[config.mk]
export PLATFORM = sky130hd
export DESIGN_NAME = spi_dbuf_master
export DESIGN_NICKNAME = d
export VERILOG_FILES = /design/src/rtl/spi_dbuf_pkg.sv /design/src/rtl/spi_clk_div.sv /design/src/rtl/spi_shift_eng.sv /design/src/rtl/spi_dbuf_regs.sv /design/src/rtl/spi_dbuf_master.sv
export SDC_FILE = /design/constraint.sdc
export NUM_CORES = 1
export LEC_CHECK = 0
export BUFFER_PORTS_ARGS = -buffer_cell sky130_fd_sc_hd__clkbuf_2
export CORE_MARGIN = 4
export CORE_UTILIZATION = 45
export DETAILED_ROUTE_END_ITERATION = 7
export GPL_TIMING_DRIVEN = 1
export HOLD_SLACK_MARGIN = 0.02
export SKIP_LAST_GASP = 1
export SYNTH_ARGS = -nofsm -noshare
export SYNTH_HDL_FRONTEND = slang
export SYNTH_SLANG_ARGS = --single-unit
export TNS_END_PERCENT = 100
[constraint.sdc]
create_clock -name clk_i -period 2.2 [get_ports clk_i]
set_input_delay 0.11 -clock clk_i [delete_from_list [all_inputs] [get_ports clk_i]]
set_output_delay 0.11 -clock clk_i [all_outputs]
set_load 0.02 [all_outputs]
[src/rtl/spi_dbuf_pkg.sv]
package spi_dbuf_pkg;
  typedef enum logic [1:0] {
    REG_CTRL  = 2'd0,
    REG_STAT  = 2'd1,
    REG_TXBUF = 2'd2,
    REG_RXBUF = 2'd3
  } reg_addr_e;

  localparam int unsigned ST_TXRDY = 0;
  localparam int unsigned ST_RXRDY = 1;
  localparam int unsigned ST_OVR   = 2;
  localparam int unsigned ST_BUSY  = 3;
endpackage

[src/rtl/spi_clk_div.sv]
module spi_clk_div #(
  parameter int unsigned DIV_W = 4
) (
  input  logic             clk_i,
  input  logic             rst_ni,
  input  logic             run_i,
  input  logic [DIV_W-1:0] div_i,
  output logic             tick_o
);
  logic [DIV_W-1:0] cnt_q;

  assign tick_o = run_i && (cnt_q == div_i);

  always_ff @(posedge clk_i or negedge rst_ni) begin
    if (!rst_ni)         cnt_q <= '0;
    else if (!run_i)     cnt_q <= '0;
    else if (tick_o)     cnt_q <= '0;
    else                 cnt_q <= cnt_q + 1'b1;
  end

  a_r4_tick_bound: assert property (@(posedge clk_i) disable iff (!rst_ni)
    run_i |-> (cnt_q <= div_i));
endmodule

[src/rtl/spi_shift_eng.sv]
module spi_shift_eng #(
  parameter int unsigned DATA_W = 8
) (
  input  logic              clk_i,
  input  logic              rst_ni,
  input  logic              load_i,
  input  logic [DATA_W-1:0] load_data_i,
  input  logic              tick_i,
  input  logic              miso_i,
  output logic              busy_o,
  output logic              done_o,
  output logic [DATA_W-1:0] rx_data_o,
  output logic              sclk_o,
  output logic              mosi_o
);
  localparam int unsigned BW = (DATA_W > 1) ? $clog2(DATA_W) : 1;
  localparam logic [BW-1:0] LAST = BW'(DATA_W - 1);

  logic              active_q, sclk_q;
  logic [BW-1:0]     bit_q;
  logic [DATA_W-1:0] tx_sh_q, rx_sh_q;

  // completion on the falling edge after the last sample
  assign done_o    = active_q && tick_i && sclk_q && (bit_q == LAST);
  assign busy_o    = active_q;
  assign rx_data_o = rx_sh_q;
  assign sclk_o    = sclk_q;
  assign mosi_o    = active_q ? tx_sh_q[DATA_W-1] : 1'b0;

  always_ff @(posedge clk_i or negedge rst_ni) begin
    if (!rst_ni) begin
      active_q <= 1'b0;
      sclk_q   <= 1'b0;
      bit_q    <= '0;
      tx_sh_q  <= '0;
      rx_sh_q  <= '0;
    end else if (load_i) begin
      active_q <= 1'b1;
      sclk_q   <= 1'b0;
      bit_q    <= '0;
      tx_sh_q  <= load_data_i;
    end else if (active_q && tick_i) begin
      if (!sclk_q) begin
        sclk_q  <= 1'b1;
        rx_sh_q <= {rx_sh_q[DATA_W-2:0], miso_i};
      end else begin
        sclk_q <= 1'b0;
        if (bit_q == LAST) begin
          active_q <= 1'b0;
        end else begin
          bit_q   <= bit_q + 1'b1;
          tx_sh_q <= {tx_sh_q[DATA_W-2:0], 1'b0};
        end
      end
    end
  end

  a_r3_sclk_idle_low: assert property (@(posedge clk_i) disable iff (!rst_ni)
    !busy_o |-> !sclk_o);
  a_r3_mosi_hold_high: assert property (@(posedge clk_i) disable iff (!rst_ni)
    (sclk_o && $past(sclk_o)) |-> $stable(mosi_o));
  a_r10_done_while_busy: assert property (@(posedge clk_i) disable iff (!rst_ni)
    done_o |=> (!busy_o || $past(load_i)));
endmodule

[src/rtl/spi_dbuf_regs.sv]
module spi_dbuf_regs
  import spi_dbuf_pkg::*;
#(
  parameter int unsigned DATA_W = 8,
  parameter int unsigned DIV_W  = 4
) (
  input  logic              clk_i,
  input  logic              rst_ni,
  input  logic              sel_i,
  input  logic              we_i,
  input  logic [1:0]        addr_i,
  input  logic [DATA_W-1:0] wdata_i,
  output logic [DATA_W-1:0] rdata_o,
  output logic [DIV_W-1:0]  div_o,
  output logic              load_o,
  output logic [DATA_W-1:0] load_data_o,
  input  logic              eng_busy_i,
  input  logic              eng_done_i,
  input  logic [DATA_W-1:0] eng_rx_i,
  output logic              tx_ready_o,
  output logic              rx_ready_o
);
  logic              ctrl_wr, stat_wr, stat_rd, tx_wr, rx_rd;
  logic [DIV_W-1:0]  div_q;
  logic              hold_v_q, tx_rdy_q, rx_rdy_q, ovr_q, armed_q;
  logic [DATA_W-1:0] hold_q, rx_buf_q;
  logic              ovr_set;

  assign ctrl_wr = sel_i &&  we_i && (addr_i == REG_CTRL);
  assign stat_wr = sel_i &&  we_i && (addr_i == REG_STAT);
  assign stat_rd = sel_i && !we_i && (addr_i == REG_STAT);
  assign tx_wr   = sel_i &&  we_i && (addr_i == REG_TXBUF);
  assign rx_rd   = sel_i && !we_i && (addr_i == REG_RXBUF);

  assign load_o      = hold_v_q && (!eng_busy_i || eng_done_i);
  assign load_data_o = hold_q;
  assign div_o       = div_q;
  assign tx_ready_o  = tx_rdy_q;
  assign rx_ready_o  = rx_rdy_q;
  assign ovr_set     = eng_done_i && rx_rdy_q && !rx_rd;

  always_ff @(posedge clk_i or negedge rst_ni) begin
    if (!rst_ni) div_q <= '0;
    else if (ctrl_wr) div_q <= wdata_i[DIV_W-1:0];
  end

  // transmit holding stage; a write on the load edge refills it
  always_ff @(posedge clk_i or negedge rst_ni) begin
    if (!rst_ni) begin
      hold_v_q <= 1'b0;
      hold_q   <= '0;
      tx_rdy_q <= 1'b1;
    end else begin
      if (load_o) hold_v_q <= 1'b0;
      if (tx_wr) begin
        hold_v_q <= 1'b1;
        hold_q   <= wdata_i;
      end
      if (tx_wr)                            tx_rdy_q <= 1'b0;
      else if (load_o)                      tx_rdy_q <= 1'b1;
      else if (stat_wr && !wdata_i[ST_TXRDY]) tx_rdy_q <= 1'b0;
    end
  end

  // receive holding stage and sticky overrun
  always_ff @(posedge clk_i or negedge rst_ni) begin
    if (!rst_ni) begin
      rx_buf_q <= '0;
      rx_rdy_q <= 1'b0;
      ovr_q    <= 1'b0;
      armed_q  <= 1'b0;
    end else begin
      if (eng_done_i) rx_buf_q <= eng_rx_i;
      if (eng_done_i)                          rx_rdy_q <= 1'b1;
      else if (rx_rd)                          rx_rdy_q <= 1'b0;
      else if (stat_wr && !wdata_i[ST_RXRDY])  rx_rdy_q <= 1'b0;
      if (ovr_set)                             ovr_q <= 1'b1;
      else if (rx_rd && armed_q)               ovr_q <= 1'b0;
      else if (stat_wr && !wdata_i[ST_OVR])    ovr_q <= 1'b0;
      if (stat_rd && ovr_q)                    armed_q <= 1'b1;
      else if (rx_rd || !ovr_q)                armed_q <= 1'b0;
    end
  end

  always_comb begin
    rdata_o = '0;
    unique case (addr_i)
      REG_CTRL:  rdata_o[DIV_W-1:0] = div_q;
      REG_STAT: begin
        rdata_o[ST_TXRDY] = tx_rdy_q;
        rdata_o[ST_RXRDY] = rx_rdy_q;
        rdata_o[ST_OVR]   = ovr_q;
        rdata_o[ST_BUSY]  = eng_busy_i;
      end
      REG_TXBUF: rdata_o = '0;
      default:   rdata_o = rx_buf_q;
    endcase
  end

  a_r2_txwr_clears_ready: assert property (@(posedge clk_i) disable iff (!rst_ni)
    tx_wr |=> !tx_ready_o);
  a_r2_load_sets_ready: assert property (@(posedge clk_i) disable iff (!rst_ni)
    (load_o && !tx_wr) |=> tx_ready_o);
  a_r5_done_sets_rx: assert property (@(posedge clk_i) disable iff (!rst_ni)
    eng_done_i |=> rx_ready_o);
  a_r7_overrun_sets: assert property (@(posedge clk_i) disable iff (!rst_ni)
    (eng_done_i && rx_ready_o && !rx_rd) |=> ovr_q);
  a_r8_overrun_sticky: assert property (@(posedge clk_i) disable iff (!rst_ni)
    (ovr_q && !rx_rd && !stat_wr) |=> ovr_q);
  a_r6_no_idle_gap: assert property (@(posedge clk_i) disable iff (!rst_ni)
    (eng_done_i && hold_v_q) |-> load_o);
endmodule

[src/rtl/spi_dbuf_master.sv]
module spi_dbuf_master #(
  parameter int unsigned DATA_W = 8,
  parameter int unsigned DIV_W  = 4
) (
  input  logic              clk_i,
  input  logic              rst_ni,
  input  logic              sel_i,
  input  logic              we_i,
  input  logic [1:0]        addr_i,
  input  logic [DATA_W-1:0] wdata_i,
  output logic [DATA_W-1:0] rdata_o,
  output logic              tx_irq_o,
  output logic              rx_irq_o,
  output logic              sclk_o,
  output logic              mosi_o,
  input  logic              miso_i
);
  logic [DIV_W-1:0]  div;
  logic              load, busy, done, tick;
  logic [DATA_W-1:0] load_data, rx_data;

  spi_dbuf_regs #(.DATA_W(DATA_W), .DIV_W(DIV_W)) u_regs (
    .clk_i, .rst_ni, .sel_i, .we_i, .addr_i, .wdata_i, .rdata_o,
    .div_o(div), .load_o(load), .load_data_o(load_data),
    .eng_busy_i(busy), .eng_done_i(done), .eng_rx_i(rx_data),
    .tx_ready_o(tx_irq_o), .rx_ready_o(rx_irq_o)
  );

  spi_clk_div #(.DIV_W(DIV_W)) u_div (
    .clk_i, .rst_ni, .run_i(busy), .div_i(div), .tick_o(tick)
  );

  spi_shift_eng #(.DATA_W(DATA_W)) u_eng (
    .clk_i, .rst_ni, .load_i(load), .load_data_i(load_data), .tick_i(tick),
    .miso_i, .busy_o(busy), .done_o(done), .rx_data_o(rx_data),
    .sclk_o, .mosi_o
  );

  a_r1_sclk_low_in_reset: assert property (@(posedge clk_i)
    !rst_ni |-> !sclk_o);
endmodule

==> flow_summary_export.csv, run 1 <==
group,metric,value,unit
floorplan,chipWidth,78.96,microns
finish,n_antenna_cell,0,
critical_path,worst-setup-path-type,"reg -> reg",
global_routing,grt_busiest_layer,"met2",
power,vdd_drop_max,0.5185,mV
timing,max_transition_viols_final,0,
critical_path,r2r-start,"u_div.cnt_q[2]",
routing,drt_iter0_drc,56,
timing,final.period_utilization,91.73,%
worst_hold_path,hold_path_start,"wdata_i[4]",
clock_network,cts_buffers,5,
power,powerDensity,1066,nW/um^2
timing,clock-skew-final,0.004106,ns
worst_hold_path,worstHoldEndpoint,"u_regs.load_data_o[4]",
clock_network,cts_tree,"built",
place,gpl.final_weighted_congestion,0.7302,
run,timing.max_cap.violations,0,
finish,drive_gt1_share,42.38,%
critical_path,endpoint_kind,"register",
synth,yosysWarnings,0,
synth,share_of_flip_flops_with_an_asynchronous_set_or_reset_after_synthesis,100.0,%
routing,antenna_violating_nets_post_route,0,
synth,syn_avg_cell_area,13.02,sq um
timing,slew_headroom,60.29,%
global_routing,met3_usage,4.762,%
place,postPlaceCellArea,2504,sq um
routing,detail_route.vias_per_cell,5.220,
place,post-dp-hpwl,2960,microns
synth,synth_edf_count,0,
synth,ys_top_cells_by_area,"sky130_fd_sc_hd__dfrtp_1 (54%), sky130_fd_sc_hd__mux2_2 (21%), sky130_fd_sc_hd__mux2i_1 (2.7%)",
timing,maxClockFrequency,0.4955,GHz
synth,synth_compound_area_share,5.632,%
synth,synth_top_cell_area_share,54.11,%
clock_network,clk-insertion-delay-late,0.30,ns
worst_hold_path,min_path_cells,2,
clock_network,clock_tree.root_cell,"sky130_fd_sc_hd__clkbuf_8",
critical_path,cp_max_fo,10,
routing,first_pass_iters,4,
routing,avgRoutedWirePerCell,14.55,microns
timing,rsz0062_at_grt,"false",
finish,final_cell_area,2661,sq um
worst_hold_path,hold_crit_path_type,"in -> reg",
critical_path,r2r_end,"u_eng.tx_sh_q[7]",
timing,worstMarginPinSlew,0.5912,ns
synth,postSynthNetCount,192,
synth,post_synth_mux_area_share,23.52,%
timing,period_needed,2.018,ns
global_routing,globalRouteOverflowTotal,0,
timing,finalSetupViolations,0,
global_routing,grt_use_met2,22.31,%
floorplan,die_height,78.96,microns
synth,yosys.cell_types.count,31,
floorplan,io_pins,27,
synth,ys_seq_elements,50,
synth,adder_and_majority_cell_fraction_of_the_synthesized_area,1.657,%
synth,yosys.area_share.simple,9.166,%
routing,drt_wl_total,4029,microns
critical_path,crit_path_start_kind,"register",
critical_path,setup.reg_to_reg.worst_slack,0.18,ns
synth,synth_xor_area_share,3.092,%
routing,detail_route.drc_violations,0,
clock_network,clk_transition_reported_paths,0.09,ns
clock_network,tritoncts_num_sinks,50,
global_routing,grt_antenna_before_repair,0,
timing,tns,0,ns
synth,post-synth-top-area-cell,"sky130_fd_sc_hd__dfrtp_1",
finish,nets,227,
synth,syn_area,2266,sq um
critical_path,timing.critical_path.required,2.39,ns
floorplan,placeableCoreArea,4786,sq um
place,numPortBuffers,26,
synth,synth_top_family_by_area,"multiplexers",
clock_network,max-clock-path-buffers,2,
clock_network,cts.htree.levels,2,
routing,route.vias.total,1446,
outcome,outcome,"finished, final reports clean",
floorplan,start_util,47.35,%
critical_path,worst_r2r_path_depth,5,
floorplan,placement_rows,25,
global_routing,grt_pass1_wl,7120,microns
global_routing,grt_util_all_layers,14.85,%
global_routing,grt_max_degree,51,
global_routing,grt_use_met1,20.71,%
floorplan,fp.dieArea,6235,sq um
synth,synth-seq-area-share,55.27,%
global_routing,vias_in_the_first_global_route,1469,
power,total_leakage_power,1.290,nW
timing,endpoints_failing_hold,0,
synth,synth_cells,174,
finish,area_overhead_of_the_layout_relative_to_synthesis,17.45,%
critical_path,arrival,2.21,ns
synth,synth_ff_type,"sky130_fd_sc_hd__dfrtp_1",
[report_power, final]
part           internal, mW  total (mW)  switching (mW)
clock network         0.485       0.780           0.295
logic                 0.383       0.710           0.327
registers              1.16        1.35           0.184
total                  2.03        2.84           0.807
[layer usage]
| metal | part of all wire, % | wire, microns |
|---|---|---|
| met5 | 0 | 0 |
| met4 | 1.3 | 51 |
| met3 | 3.6 | 146 |
| met2 | 46 | 1858 |
| met1 | 49 | 1972 |
[cells by family after synthesis]
| kind of cell | Yosys count |
|---|---|
| compound gates | 19 |
| xor+xnor | 8 |
| fa+ha+maj | 3 |
| buf+inv | 7 |
| flops | 50 |
| mux | 48 |
| simple gates | 39 |
[Yosys cell counts, types with 2 or more instances]
library cell,n
sky130_fd_sc_hd__a21oi_1,3
sky130_fd_sc_hd__and2_1,2
sky130_fd_sc_hd__and3_1,5
sky130_fd_sc_hd__clkbuf_1,2
sky130_fd_sc_hd__dfrtp_1,49
sky130_fd_sc_hd__ha_1,3
sky130_fd_sc_hd__inv_1,3
sky130_fd_sc_hd__mux2_2,42
sky130_fd_sc_hd__mux2i_1,6
sky130_fd_sc_hd__nand2_1,10
sky130_fd_sc_hd__nand3_1,3
sky130_fd_sc_hd__nor2_1,7
sky130_fd_sc_hd__nor2_2,3
sky130_fd_sc_hd__nor3_1,2
sky130_fd_sc_hd__o21a_1,3
sky130_fd_sc_hd__o21ai_0,8
sky130_fd_sc_hd__or2_4,2
sky130_fd_sc_hd__or3_1,2
sky130_fd_sc_hd__xnor2_1,6
sky130_fd_sc_hd__xor2_1,2
[cell type report]
| type | count | area, sq um |
|---|---|---|
| fillers | 406 | 2125 |
| well taps | 67 | 83.83 |
| clock inverters | 2 | 60.06 |
| multi-input cells | 117 | 980.9 |
| repair buffers | 32 | 190.2 |
| flip-flops and latches | 50 | 1252 |
| clock buffers | 6 | 82.58 |
| inverters | 3 | 11.26 |
[cells in the final DEF, fill, tap and decap left out, types with 2 or more instances in the layout]
| master | netlist | routed |
|---|---|---|
| sky130_fd_sc_hd__clkbuf_8 | 0 | 6 |
| sky130_fd_sc_hd__buf_4 | 1 | 4 |
| sky130_fd_sc_hd__xnor2_1 | 6 | 6 |
| sky130_fd_sc_hd__and2_1 | 2 | 2 |
| sky130_fd_sc_hd__nor2_1 | 7 | 7 |
| sky130_fd_sc_hd__nand3_1 | 3 | 3 |
| sky130_fd_sc_hd__inv_1 | 3 | 3 |
| sky130_fd_sc_hd__o21a_1 | 3 | 3 |
| sky130_fd_sc_hd__clkbuf_2 | 0 | 26 |
| sky130_fd_sc_hd__or3_1 | 2 | 2 |
| sky130_fd_sc_hd__a21oi_1 | 3 | 3 |
| sky130_fd_sc_hd__ha_1 | 3 | 3 |
| sky130_fd_sc_hd__and3_1 | 5 | 5 |
| sky130_fd_sc_hd__nor2_2 | 3 | 2 |
| sky130_fd_sc_hd__nand2_1 | 10 | 10 |
| sky130_fd_sc_hd__dfrtp_1 | 49 | 49 |
| sky130_fd_sc_hd__mux2_2 | 42 | 42 |
| sky130_fd_sc_hd__or2_4 | 2 | 2 |
| sky130_fd_sc_hd__nor3_1 | 2 | 2 |
| sky130_fd_sc_hd__bufinv_16 | 0 | 2 |
| sky130_fd_sc_hd__mux2i_1 | 6 | 6 |
| sky130_fd_sc_hd__xor2_1 | 2 | 2 |
| sky130_fd_sc_hd__o21ai_0 | 8 | 8 |
[per-stage QoR]
step                hold WS, ns  std cells  worst slack (ns)  total power, mW  util (%)
CTS                     0.02737        277           0.09361            2.874     55.50
floorplan               -0.1856        174            0.1903            1.862         -
finish                  0.03702        277            0.1819            2.837     55.61
global placement         0.1214        268            0.1785            2.036     52.31
global route            0.02339        277           0.05011            3.033     55.61
detailed placement       0.1226        268            0.1165            2.078     52.31
[worst max-delay path, stage by stage, from the launching register on]
cell	delay, ns
sky130_fd_sc_hd__dfrtp_1	0.43
sky130_fd_sc_hd__xnor2_1	0.21
sky130_fd_sc_hd__nand4_2	0.21
sky130_fd_sc_hd__or2_4	0.34
sky130_fd_sc_hd__a21boi_4	0.34
sky130_fd_sc_hd__mux2_2	0.38
[how the worst max path moves through the flow]
stage / from / end / slack (ns)
final: u_div.cnt_q[2] / u_eng.tx_sh_q[7] / 0.18
after floorplan: u_eng.bit_q[0] / u_eng.tx_sh_q[1] / 0.19
after global placement: u_eng.bit_q[0] / u_eng.tx_sh_q[4] / 0.18
after detailed placement: u_eng.bit_q[0] / u_eng.tx_sh_q[7] / 0.12
after global routing: u_div.cnt_q[2] / u_eng.tx_sh_q[6] / 0.05
after CTS: u_eng.bit_q[0] / u_eng.tx_sh_q[7] / 0.09
[state kept, by name, indices dropped and copies added (netlist names)]
register	count
u_regs.load_data_o	8
u_regs.rx_ready_o	1
u_eng.busy_o	1
u_eng.bit_q	3
u_regs.rx_buf_q	8
u_regs.div_o	4
u_regs.hold_v_q	1
u_regs.armed_q	1
u_eng.sclk_o	1
u_regs.ovr_q	1
u_eng.tx_sh_q	8
u_div.cnt_q	4
u_eng.rx_data_o	8
u_regs.tx_ready_o	1
[what timing repair did]
item                       in CTS  in global routing
hold buffers                    1                  0
resized for setup               0                  1
setup endpoints to repair       0                  5
setup buffers                   0                  0
hold endpoints to repair       49                  0
No activity file was read; power rests on OpenSTA's default activity.
==> run 2, diff against run 1 <==
Settings changed: ABC_AREA from default to 1, CTS_CLUSTER_DIAMETER from default to 200, PLACE_DENSITY_LB_ADDON from default to 0.08.
==> run 2 against run 1 <==
  * Die area is 4.4% higher
  * Setup slack improved by 0.17 ns
  * Critical endpoint is now u_eng.bit_q[1]
  * Sequential power about the same
  * Synthesized area rose by 4.9%
  * Clock-buffer cell count is 1 lower
  * Total power fell by 5.1%
  * Core utilization is 2.3 points lower
  * Sequential share of layout area down 1.1 points
  * Worst hold slack worse by 0.0048 ns
  * Register-to-register slack better by 0.17 ns
  * Highest routed layer unchanged
==> flow_summary_export.csv, run 2 <==
group,metric,value,unit
synth,ys_seq_elements,50,
global_routing,grt_pass1_wl,8514,microns
clock_network,clk_transition_reported_paths,0.09,ns
synth,post-synth-top-count-cell,"sky130_fd_sc_hd__nand2_1",
power,clock_power_share,23.7,%
routing,detail_route.vias_per_cell,4.847,
critical_path,endpoint_kind,"register",
critical_path,critPathMostFrequentCell,"sky130_fd_sc_hd__nand2_1",
floorplan,chipWidth,80.67,microns
finish,layout_commonest_cell,"sky130_fd_sc_hd__nand2_1",
synth,synth_ff_type,"sky130_fd_sc_hd__dfrtp_1",
floorplan,fp.dieArea,6507,sq um
timing,hold_slack,0.03220,ns
critical_path,slowest_stage,"sky130_fd_sc_hd__dfrtp_1",
timing,tns,0,ns
floorplan,start_util,46.52,%
critical_path,crit_path_start_kind,"register",
clock_network,cts_tree,"built",
synth,postSynthNetCount,306,
critical_path,worst_path_largest_cell_delay,0.41,ns
place,post-dp-hpwl,3622,microns
clock_network,postCtsSetupRepairBufs,0,
timing,period_needed,1.850,ns
clock_network,clock_tree.root_cell,"sky130_fd_sc_hd__clkbuf_8",
clock_network,tritoncts_num_sinks,50,
global_routing,grt_util_all_layers,17.14,%
timing,endpoints_failing_hold,0,
clock_network,clk-insertion-delay-late,0.30,ns
power,power.share.switching,33.92,%
routing,antenna_violating_nets_post_route,0,
synth,yosysWarnings,0,
synth,syn_avg_cell_area,8.250,sq um
power,vdd_drop_max,0.4922,mV
timing,worstMarginPinSlew,0.4097,ns
worst_hold_path,hold_crit_path_type,"in -> reg",
synth,synth_cells,288,
synth,synth_top_cell_area_share,51.61,%
synth,syn_area,2376,sq um
routing,first_pass_iters,4,
finish,layout.cells.most_common_list,"sky130_fd_sc_hd__nand2_1 (82), sky130_fd_sc_hd__dfrtp_1 (49), sky130_fd_sc_hd__inv_1 (43)",
synth,synth-seq-area-share,52.71,%
synth,synth.cells.most_frequent,"sky130_fd_sc_hd__nand2_1 (82), sky130_fd_sc_hd__dfrtp_1 (49), sky130_fd_sc_hd__inv_1 (43)",
global_routing,globalRouteOverflowTotal,0,
place,gpl.final_weighted_congestion,0.8110,
place,numPortBuffers,26,
synth,synth_edf_count,0,
global_routing,grt_antenna_before_repair,0,
critical_path,arrival,2.05,ns
finish,drive_gt1_share,16.15,%
global_routing,grt_max_degree,26,
finish,area_overhead_of_the_layout_relative_to_synthesis,14.59,%
synth,share_of_flip_flops_with_an_asynchronous_set_or_reset_after_synthesis,100.0,%
routing,drt_iter0_drc,102,
routing,avgRoutedWirePerCell,12.42,microns
synth,post-synth-top-area-cell,"sky130_fd_sc_hd__dfrtp_1",
synth,ys_top_cells_by_area,"sky130_fd_sc_hd__dfrtp_1 (52%), sky130_fd_sc_hd__nand2_1 (13%), sky130_fd_sc_hd__nand3_1 (7.0%)",
routing,route.vias.total,1900,
power,powerDensity,988.7,nW/um^2
timing,max_transition_viols_final,0,
power,power_report.internal_total,1.779,mW
floorplan,die_height,80.67,microns
global_routing,vias_in_the_first_global_route,1855,
timing,slew_headroom,72.62,%
critical_path,critical_path.cell_chain,"ha_1 > ha_1 > inv_1 > nand2_1 > nand2_1 > nand2_1 > nand2_1 > inv_1",
critical_path,setup.reg_to_reg.worst_slack,0.35,ns
finish,nets,339,
timing,rsz0062_at_grt,"false",
critical_path,cp_max_fo,11,
critical_path,worst-setup-path-type,"reg -> reg",
critical_path,timing.critical_path.required,2.40,ns
floorplan,io_pins,27,
run,timing.max_cap.violations,0,
power,comb_power_share,26.0,%
timing,clock-skew-final,0.004400,ns
timing,final.period_utilization,84.10,%
power,sequentialPowerShare,50.3,%
routing,drt_wl_total,4870,microns
power,p_sw,913.2,uW
power,total_leakage_power,1.457,nW
clock_network,max-clock-path-buffers,2,
clock_network,cts.htree.levels,2,
outcome,outcome,"finished, final reports clean",
timing,finalSetupViolations,0,
floorplan,placeableCoreArea,5107,sq um
floorplan,placement_rows,26,
synth,yosys.cell_types.count,29,
routing,detail_route.drc_violations,0,
timing,maxClockFrequency,0.5405,GHz
finish,n_antenna_cell,0,
clock_network,cts_buffers,5,
[run 2: cell count changes after synthesis, sizes merged, moves of 9 or more]
| cell | before | now |
|---|---|---|
| nand2 | 10 | 87 |
| o21ai | 8 | 24 |
| nand3 | 3 | 33 |
| mux2 | 42 | 1 |
| inv | 3 | 45 |
| nor2 | 10 | 19 |
[run 2: path summary, 6_finish.rpt]
check | end | cells past startpoint | from
max | u_eng.bit_q[1] | 8 | u_eng.bit_q[0]
min | u_regs.load_data_o[5] | 3 | wdata_i[5]
max reg2reg | u_eng.bit_q[1] | 8 | u_eng.bit_q[0]
min reg2reg | u_regs.rx_buf_q[7] | 2 | u_eng.rx_data_o[7]
max in group asynchronous | u_regs.tx_ready_o | 3 | rst_ni
min in group asynchronous | u_regs.armed_q | 2 | rst_ni
[run 2: critical path: cells and delay by family (launching register included)]
kind / cells / cell delay, ns
buffers and inverters: 2 / 0.32
adder cells (fa/ha/maj): 2 / 0.44
AND/OR/NAND/NOR: 4 / 0.58
flip-flops: 1 / 0.41
[run 2: power by group through the flow]
| stage | sequential (mW) | combinational [mW] | clock [mW] |
|---|---|---|---|
| after floorplan | 1.33 | 0.535 | 0 |
| after CTS | 1.36 | 0.715 | 0.656 |
| final | 1.35 | 0.700 | 0.637 |
| after global routing | 1.39 | 0.842 | 0.705 |
| after detailed placement | 1.37 | 0.709 | 0 |
| after global placement | 1.37 | 0.697 | 0 |
[run 2: through the flow]
stage | utilization (%) | instance area (sq um) | worst slack (ns) | total power, mW | std cells
final | 53.31 | 2723 | 0.3499 | 2.692 | 392
after global routing | 53.31 | 2723 | 0.1973 | 2.935 | 392
after CTS | 53.31 | 2723 | 0.3398 | 2.727 | 392
after detailed placement | 50.39 | 2574 | 0.3672 | 2.079 | 380
after global placement | 50.39 | 2574 | 0.3345 | 2.070 | 380
after floorplan | - | 2376 | 0.7353 | 1.869 | 288
[run 2: what timing repair did]
action,in CTS,in global routing
gates resized for setup,0,0
endpoints found under the hold margin,52,0
hold buffers,4,0
[run 2: final cells by class]
type                    count  area, sq um
repair buffers             34        200.2
clock inverters             3        40.04
inverters                  46        172.7
flip-flops and latches     50         1252
multi-input cells         184        900.9
clock buffers               5        68.82
well taps                  70        87.58
fillers                   519         2385
[run 2: logic make-up (layout without fill, tap and decap cells)]
logic type | Yosys count | count (layout) | synth area share [%]
simple gates | 141 | 141 | 26.17
buf+inv | 54 | 88 | 9.373
flops | 50 | 50 | 52.71
compound gates | 37 | 37 | 8.952
fa+ha+maj | 3 | 3 | 1.580
xor+xnor | 2 | 2 | 0.7374
mux | 1 | 1 | 0.4739
[run 2: layer usage]
| metal | vias up | GRT usage, % | routed length, microns |
|---|---|---|---|
| li1 | 971 | - | - |
| met1 | 886 | 22.09 | 2244 |
| met2 | 37 | 27.90 | 2339 |
| met3 | 6 | 3.924 | 217 |
| met4 | 0 | 6.588 | 68 |
| met5 | - | 0 | 0 |
==> run 3, diff against run 2 <==
Clock period 2.2 ns to 1.66 ns, I/O delays scaled along.
==> run 3 against run 2 <==
  * Clock power increased by 36%
  * Sequential share of layout area decreased by 2.8 points
  * Non-clock buffer count increased by 15
  * Global-route usage increased by 0.50 points
  * Clock-buffer cell count unchanged
  * Maximum frequency increased by 17%
  * Setup slack got worse by 0.27 ns
  * Critical endpoint is now u_eng.tx_sh_q[4]
==> flow_summary_export.csv, run 3 (same netlist as run 2, synthesis figures left out) <==
group,metric,value,unit
timing,endpoints_failing_hold,0,
critical_path,critPathBufInv,2,
timing,rsz0062_at_grt,"true",
finish,area_overhead_of_the_layout_relative_to_synthesis,22.12,%
floorplan,start_util,46.52,%
critical_path,worst-setup-path-type,"reg -> reg",
global_routing,grt_max_degree,24,
run,timing.max_cap.violations,0,
floorplan,die_height,80.67,microns
critical_path,endpoint_kind,"register",
timing,hold_slack,0.05979,ns
clock_network,clock_tree.root_cell,"sky130_fd_sc_hd__clkbuf_8",
power,powerDensity,1259,nW/um^2
critical_path,critPathMostFrequentCell,"sky130_fd_sc_hd__nand2_1",
power,total_leakage_power,1.539,nW
critical_path,setup.reg_to_reg.worst_slack,0.08,ns
clock_network,max-clock-path-buffers,2,
global_routing,vias_in_the_first_global_route,1845,
timing,worstMarginPinSlew,0.5328,ns
clock_network,cts.htree.levels,2,
critical_path,critical_path.cell_chain,"inv_1 > nand2_1 > nand2_1 > nand2_2 > nor2_4 > nand4_4 > nand2_4 > buf_12 > nand3_1 > nand2_1 > nand2_1",
critical_path,cp_max_fo,6,
outcome,outcome,"finished, final reports clean",
critical_path,timing.critical_path.required,1.86,ns
power,vdd_drop_max,0.8967,mV
floorplan,chipWidth,80.67,microns
place,gpl.final_weighted_congestion,0.8204,
timing,post-route-worst-setup-slack,0.07920,ns
power,power.total,3.653,mW
timing,slew_headroom,64.48,%
finish,layout_commonest_cell,"sky130_fd_sc_hd__nand2_1",
clock_network,tritoncts_num_sinks,50,
place,numPortBuffers,26,
routing,detail_route.drc_violations,0,
global_routing,grt_util_all_layers,17.64,%
timing,period_needed,1.581,ns
routing,route.vias.total,1952,
critical_path,crit_path_start_kind,"register",
timing,max_transition_viols_final,0,
clock_network,cts_buffers,5,
critical_path,worst_path_largest_cell_delay,0.41,ns
routing,avgRoutedWirePerCell,12.64,microns
finish,n_antenna_cell,0,
timing,final.period_utilization,95.23,%
timing,maxClockFrequency,0.6326,GHz
clock_network,clk-insertion-delay-late,0.30,ns
finish,nets,354,
timing,clock-skew-final,0.007045,ns
routing,drt_wl_total,5143,microns
floorplan,io_pins,27,
global_routing,grt_pass1_wl,8721,microns
global_routing,globalRouteOverflowTotal,0,
timing,tns,0,ns
global_routing,grt_antenna_before_repair,0,
finish,seqCellArea,1252,sq um
critical_path,cpLargestDelayFamily,"simple AND/OR/NAND/NOR gates",
routing,antenna_violating_nets_post_route,0,
timing,finalSetupViolations,0,
finish,drive_gt1_share,19.58,%
clock_network,clk_transition_reported_paths,0.09,ns
routing,first_pass_iters,4,
finish,utilization,56.81,%
worst_hold_path,hold_crit_path_type,"in -> reg",
routing,drt_iter0_drc,103,
floorplan,placement_rows,26,
floorplan,fp.dieArea,6507,sq um
clock_network,cts_tree,"built",
floorplan,placeableCoreArea,5107,sq um
place,setup_slack_at_placement,0.02315,ns
critical_path,slowest_stage,"sky130_fd_sc_hd__dfrtp_1",
routing,detail_route.vias_per_cell,4.796,
finish,multiInputGateArea,927.1,sq um
finish,layout.cells.most_common_list,"sky130_fd_sc_hd__nand2_1 (81), sky130_fd_sc_hd__dfrtp_1 (49), sky130_fd_sc_hd__inv_1 (43)",
critical_path,arrival,1.78,ns
place,post-dp-hpwl,3766,microns
finish,final.fill_count,479,
## run 3: cell types whose count changed in the layout (fill, tap and decap cells not counted)
cell | previous run | this run
sky130_fd_sc_hd__nand2_8 | 0 | 1
sky130_fd_sc_hd__buf_6 | 0 | 1
sky130_fd_sc_hd__inv_6 | 0 | 1
sky130_fd_sc_hd__nand2_1 | 82 | 81
sky130_fd_sc_hd__nor2_4 | 1 | 2
sky130_fd_sc_hd__buf_4 | 4 | 13
sky130_fd_sc_hd__buf_12 | 0 | 2
sky130_fd_sc_hd__nand3_2 | 0 | 1
sky130_fd_sc_hd__nand3_1 | 33 | 32
sky130_fd_sc_hd__clkinv_2 | 2 | 1
sky130_fd_sc_hd__nor2_2 | 1 | 0
sky130_fd_sc_hd__dlygate4sd3_1 | 4 | 7
## run 3: what timing repair did
item | CTS | global route
pin swaps | 0 | 3
hold buffers | 7 | 0
setup buffers | 0 | 6
resized for setup | 1 | 5
endpoints found under the setup margin | 1 | 13
hold endpoints to repair | 22 | 0
## run 3: worst reg2reg max path, delay by kind of cell, from the launching register on
kind	cells	cell delay (ns)
DFF	1	0.41
buffers and inverters	2	0.20
and+or+nand+nor	9	0.86
## run 3: where the power goes
| part | leakage, nW | internal (mW) | switching [mW] |
|---|---|---|---|
| sequential | 0.620 | 1.56 | 0.239 |
| combinational | 0.860 | 0.385 | 0.605 |
| clock | 0.0585 | 0.452 | 0.414 |
| total | 1.54 | 2.40 | 1.26 |
## run 3: layer usage
layer / track usage [%] / part of all wire, %
met2: 29.55 / 50
met1: 23.03 / 45
met3: 3.587 / 3.7
met4: 5.068 / 1.3
met5: 0 / 0
## run 3: worst paths after layout
kind | from | cells past startpoint | endpoint
setup / recovery | u_regs.div_o[2] | 11 | u_eng.tx_sh_q[4]
hold / removal | wdata_i[2] | 3 | u_regs.load_data_o[2]
setup reg to reg | u_regs.div_o[2] | 11 | u_eng.tx_sh_q[4]
hold reg to reg | u_eng.rx_data_o[7] | 2 | u_regs.rx_buf_q[7]
max in group asynchronous | rst_ni | 3 | u_eng.rx_data_o[2]
min in group asynchronous | rst_ni | 2 | u_regs.rx_buf_q[0]
## run 3: final cells by class
type	instances	share of cell area, %
flip-flops and latches	50	43.17
clock inverters	3	1.509
repair buffers	49	12.03
multi-input cells	184	31.95
inverters	46	5.951
clock buffers	5	2.372
well taps	70	3.019
## run 3: through the flow
stage	instances	instance area (sq um)
after floorplan	288	2376
after global placement	386	2631
after detailed placement	386	2631
after CTS	401	2816
after global routing	407	2902
final	407	2902
